<file path="src/rtl/wrcap_pkg.sv">
package wrcap_pkg;

  // Bus-level qualification: phase-2 high, page selected (active low),
  // write cycle (read line low).
  function automatic logic wr_qualify(input logic phi2, input logic sel_n,
                                      input logic bus_rd);
    return phi2 & ~sel_n & ~bus_rd;
  endfunction

  // Rising-edge detect between the present level and the previous one.
  function automatic logic rise_of(input logic now_lvl, input logic prev_lvl);
    return now_lvl & ~prev_lvl;
  endfunction

  // Next value of the ready flag: a capture beats a clear.
  function automatic logic ready_next(input logic stb, input logic clr,
                                      input logic rdy);
    return stb | (rdy & ~clr);
  endfunction

  // Next value of the overrun bit: set by a capture onto a full register
  // when no clear is present, held until a clear.
  function automatic logic overrun_next(input logic stb, input logic clr,
                                        input logic rdy, input logic ovr);
    return (stb & rdy & ~clr) | (ovr & ~clr);
  endfunction

endpackage

</file>
<file path="src/rtl/wrcap_sync.sv">
module wrcap_sync #(
  parameter int W      = 1,
  parameter int STAGES = 2
) (
  input  logic         clk,
  input  logic         rst_n,
  input  logic [W-1:0] d,
  output logic [W-1:0] q
);

  logic [W-1:0] stg [STAGES];

  generate
    for (genvar s = 0; s < STAGES; s++) begin : g_stage
      if (s == 0) begin : g_first
        always_ff @(posedge clk) begin
          if (!rst_n) stg[s] <= '0;
          else        stg[s] <= d;
        end
      end else begin : g_next
        always_ff @(posedge clk) begin
          if (!rst_n) stg[s] <= '0;
          else        stg[s] <= stg[s-1];
        end
      end
    end
  endgenerate

  assign q = stg[STAGES-1];

endmodule

</file>
<file path="src/rtl/wrcap_edge.sv">
module wrcap_edge
  import wrcap_pkg::*;
(
  input  logic clk,
  input  logic rst_n,
  input  logic phi2_s,
  input  logic sel_n_s,
  input  logic bus_rd_s,
  output logic qual,
  output logic cap_stb
);

  logic qual_d;

  assign qual = wr_qualify(phi2_s, sel_n_s, bus_rd_s);

  always_ff @(posedge clk) begin
    if (!rst_n) qual_d <= 1'b0;
    else        qual_d <= qual;
  end

  assign cap_stb = rise_of(qual, qual_d);

endmodule

</file>
<file path="src/rtl/wrcap_hold.sv">
module wrcap_hold
  import wrcap_pkg::*;
#(
  parameter int ADDR_W = 8,
  parameter int DATA_W = 8
) (
  input  logic              clk,
  input  logic              rst_n,
  input  logic              cap_stb,
  input  logic              clr,
  input  logic [ADDR_W-1:0] addr_s,
  input  logic [DATA_W-1:0] data_s,
  output logic [ADDR_W-1:0] addr_q,
  output logic [DATA_W-1:0] data_q,
  output logic              ready_q,
  output logic              overrun_q
);

  always_ff @(posedge clk) begin
    if (!rst_n) begin
      addr_q <= '0;
      data_q <= '0;
    end else if (cap_stb) begin
      addr_q <= addr_s;
      data_q <= data_s;
    end
  end

  always_ff @(posedge clk) begin
    if (!rst_n) begin
      ready_q   <= 1'b0;
      overrun_q <= 1'b0;
    end else begin
      ready_q   <= ready_next(cap_stb, clr, ready_q);
      overrun_q <= overrun_next(cap_stb, clr, ready_q, overrun_q);
    end
  end

endmodule

</file>
<file path="src/rtl/wrcap_top.sv">
module wrcap_top #(
  parameter int ADDR_W      = 8,
  parameter int DATA_W      = 8,
  parameter int SYNC_STAGES = 2
) (
  input  logic              clk,
  input  logic              rst_n,
  input  logic              phi2_in,
  input  logic              sel_n_in,
  input  logic              bus_rd_in,
  input  logic [ADDR_W-1:0] addr_in,
  input  logic [DATA_W-1:0] data_in,
  input  logic              clr_in,
  output logic [ADDR_W-1:0] addr_q,
  output logic [DATA_W-1:0] data_q,
  output logic              ready_q,
  output logic              overrun_q
);

  localparam int CTRL_W = 3;
  localparam int BUS_W  = ADDR_W + DATA_W;

  logic [CTRL_W-1:0] ctrl_s;
  logic [BUS_W-1:0]  bus_s;
  logic              phi2_s, sel_n_s, bus_rd_s;
  logic              qual;
  logic              cap_stb;

  // Controls and bus bytes share the same depth so they stay aligned.
  wrcap_sync #(.W(CTRL_W), .STAGES(SYNC_STAGES)) u_ctrl_sync (
    .clk  (clk),
    .rst_n(rst_n),
    .d    ({phi2_in, sel_n_in, bus_rd_in}),
    .q    (ctrl_s)
  );

  wrcap_sync #(.W(BUS_W), .STAGES(SYNC_STAGES)) u_bus_sync (
    .clk  (clk),
    .rst_n(rst_n),
    .d    ({addr_in, data_in}),
    .q    (bus_s)
  );

  assign {phi2_s, sel_n_s, bus_rd_s} = ctrl_s;

  wrcap_edge u_edge (
    .clk     (clk),
    .rst_n   (rst_n),
    .phi2_s  (phi2_s),
    .sel_n_s (sel_n_s),
    .bus_rd_s(bus_rd_s),
    .qual    (qual),
    .cap_stb (cap_stb)
  );

  wrcap_hold #(.ADDR_W(ADDR_W), .DATA_W(DATA_W)) u_hold (
    .clk      (clk),
    .rst_n    (rst_n),
    .cap_stb  (cap_stb),
    .clr      (clr_in),
    .addr_s   (bus_s[BUS_W-1:DATA_W]),
    .data_s   (bus_s[DATA_W-1:0]),
    .addr_q   (addr_q),
    .data_q   (data_q),
    .ready_q  (ready_q),
    .overrun_q(overrun_q)
  );

endmodule

</file>
<file path="config.mk">
export PLATFORM = sky130hd
export DESIGN_NAME = wrcap_top
export DESIGN_NICKNAME = d
export VERILOG_FILES = /design/src/rtl/wrcap_pkg.sv /design/src/rtl/wrcap_sync.sv /design/src/rtl/wrcap_edge.sv /design/src/rtl/wrcap_hold.sv /design/src/rtl/wrcap_top.sv
export SDC_FILE = /design/constraint.sdc
export NUM_CORES = 1
export LEC_CHECK = 0
export BUFFER_PORTS_ARGS = -buffer_cell sky130_fd_sc_hd__buf_2
export CORE_ASPECT_RATIO = 1.75
export CORE_UTILIZATION = 25
export DETAILED_ROUTE_END_ITERATION = 10
export PLACE_DENSITY = 0.41
export SETUP_SLACK_MARGIN = 0.5
export SYNTH_ARGS = -nofsm -noshare
export SYNTH_HDL_FRONTEND = slang
export SYNTH_HIERARCHICAL = 1
export SYNTH_SLANG_ARGS = --single-unit
export TNS_END_PERCENT = 30
</file>
<file path="constraint.sdc">
create_clock -name clk -period 1.73 [get_ports clk]
set_input_delay 0 -clock clk [delete_from_list [all_inputs] [get_ports clk]]
set_output_delay 0 -clock clk [all_outputs]
set_load 0.05 [all_outputs]
</file>
==> impl.org <==
** Cells and area
- Storage element area :: 0.00114 mm²
- The multi-input combinational cells in the finished layout cover a total of approximately 610 µm².
- Antenna fix cells :: 0
- Layout cells sized above 1 :: 0.426
- Compared with the post-synthesis result, the final layout area differs by 41.1%.
- The filler cells instantiated in the layout total 703.
- Nets :: 226
- Leaving out fill and tap cells, the most frequent cells in the layout are sky130_fd_sc_hd__dfxtp_1, sky130_fd_sc_hd__buf_2, sky130_fd_sc_hd__and2_2.
- Leaving out fill and tap cells, the most frequent cell in the layout is sky130_fd_sc_hd__dfxtp_1.
- Final instance area :: 0.00253 mm²

** Critical path
- STA classifies the critical path endpoint as a flip-flop.
- Of all nets on the critical path, the largest fanout is 18.
- Kind of start point of the critical path :: flip-flop
- At the worst endpoint, the required time is 1930 ps.
- Critical setup path kind :: reg2reg
- Arrival time of the worst setup path :: 1450 ps

** STA
- The routed design could run at a clock period as short as 1250 ps.
- Final hold violation count :: 0
- Setup repair after global routing missed its margin :: yes
- Final count of pins violating max slew :: 0
- Final Cycle Share :: 0.725
- Setup violations remaining at the end of the flow were counted as 0.
- Summed over all failing endpoints, the final setup total negative slack is 0 ps.
- At the pin with the least slew margin, the transition time is about 670 ps.
- Final setup margin :: about 480 ps
- Clock skew on the completed layout was measured at 2.41 ps.
- Max Fclk :: between 700 and 800 MHz
- Max_slew headroom :: 0.554

** Clock tree
- Post-CTS timing repair inserted 0 buffers for setup.
- Register clock-pin slew on the reported worst setup and hold paths :: 50 ps
- Counting along the longest clock path gives a buffer depth of 2.
- Gates resized during post-CTS repair numbered 0.
- Clock root buffer :: sky130_fd_sc_hd__clkbuf_16
- H-Tree Depth :: 3
- Later-pin clock latency in the skew report :: 310 ps
- In this run, CTS created clock tree buffers numbering 9.
- Sink count of the clock tree :: 57
- TritonCTS built the clock tree.

** Global routing
- First-pass GRT wire length :: 5.02 mm
- Pin count of the biggest net entering global routing :: 58
- Global-route congestion overflow total :: 0
- Total routing resource utilization after global routing :: 0.0911
- Number of global-route vias before repair :: 1141
- Number of antenna violations at the first check in global routing :: 0

** Outcome
- Outcome :: finished, final reports clean

** Route
- Drt drc :: 0
- For this block, the initial DRC count from the detailed router was 17.
- The detailed router placed about 1100 vias in this run.
- The first detailed-routing pass ran for 3 iterations.
- After detailed routing, the average wire length per cell comes to ~9.8 µm.
- Post-detailed-route via-to-cell ratio :: 3.81
- Final WL :: 2.87 mm
- Once detail routing completed, the nets flagged for antenna violations numbered 0.

** Job
- Max-cap violations in this run came to 0.

** Pwr
- Across the VDD grid, the largest voltage drop is 614 µV.
- Summed over all cells, the static leakage comes to 1.06 nW.
- Dividing total power by cell area gives a power density of 1180 mW/mm².

** Worst hold path
- Path class of the lowest-slack min-delay path :: in2reg

** Placed design
- Port-buffer cells :: 39
- Area of placed instances :: just over 0.002 mm²
- Routability-driven placement finished with a final weighted congestion of 0.599.
- Before CTS, the worst setup slack after placement is roughly 460 ps.

** Floorplan
- Area inside the core boundary :: 0.00691 mm²
- The die is 114 µm tall.
- Total Die Area :: around 0.0075 mm²
- For this configuration, the core starts out at a cell density of 0.259.
- Site row count :: 40
- In this run the count of I/O pins placed on the die edge is 40.
- Measured along the x axis, the die boundary spans 66.0 µm.

** Synth
- Total nets after synthesis :: approximately 160
- Mean cell area of the mapped netlist :: 12.9 µm²
- Yosys warning count :: 6
- Summing every instance area after synthesis gives 0.00179 mm².
- Post-synthesis cell count :: 139
==> final cells by class <==
cell class              instances  area share
well taps                      84      0.0416
clock buffers                  12      0.0936
multi-input cells              76       0.241
repair buffers                 60       0.164
clock inverters                 4     0.00792
flip-flops and latches         57       0.451
==> state kept, by name, indices dropped and copies added (netlist names) <==
register          cells
u_bus_sync/stg       32
u_hold/addr_q         8
u_hold/overrun_q      1
u_hold/ready_q        1
u_hold/data_q         8
u_edge/qual_d         1
u_ctrl_sync/stg       6
==> report_power, final <==
part / switching, mW / internal (mW)
Combinational: 0.0610 / 0.0957
Sequential: 0.0138 / 1.36
Clock: 0.506 / 0.952
==> per-stage QoR <==
step	instances	total power, mW	hold WS (ps)	utilization
CTS	293	3.05	282	0.366
finish	293	2.99	274	0.366
global placement	257	1.52	188	0.300
global route	293	3.14	333	0.366
floorplan	139	1.48	69.5	-
detailed placement	257	1.53	189	0.300
==> routing by layer <==
layer	part of all wire	track usage	vias to the layer above
li1	-	-	575
met1	0.44	0.0972	505
met2	0.46	0.137	29
met3	0.065	0.0460	6
met4	0.028	0.0638	0
met5	0	0	-
==> worst max-delay path, cell delays in order (launching register included) <==
cell and delay, ps:
sky130_fd_sc_hd__dfxtp_1 320, sky130_fd_sc_hd__nor4b_4 330, sky130_fd_sc_hd__buf_12 220, sky130_fd_sc_hd__mux2i_1 210, sky130_fd_sc_hd__nor2b_1 60
==> worst paths after layout <==
| path | cells after the start | slack [ps] | startpoint | to |
|---|---|---|---|---|
| max | 4 | 480 | u_edge/qual_d$_SDFF_PN0_ | u_hold/data_q[4]$_SDFFE_PN0P_ |
| max reg2reg | 4 | 480 | u_edge/qual_d$_SDFF_PN0_ | u_hold/data_q[4]$_SDFFE_PN0P_ |
| min | 2 | 270 | rst_n | u_hold/ready_q$_SDFF_PN0_ |
| min reg2reg | 1 | 430 | u_ctrl_sync/stg[0][1]$_SDFF_PN0_ | u_ctrl_sync/stg[1][1]$_SDFF_PN0_ |
==> timing repair <==
item / in CTS / in global routing
hold buffers: 20 / 0
setup endpoints to repair: 16 / 16
endpoints found under the hold margin: 20 / 0
Note: power is estimated with default switching activity, not from simulation.
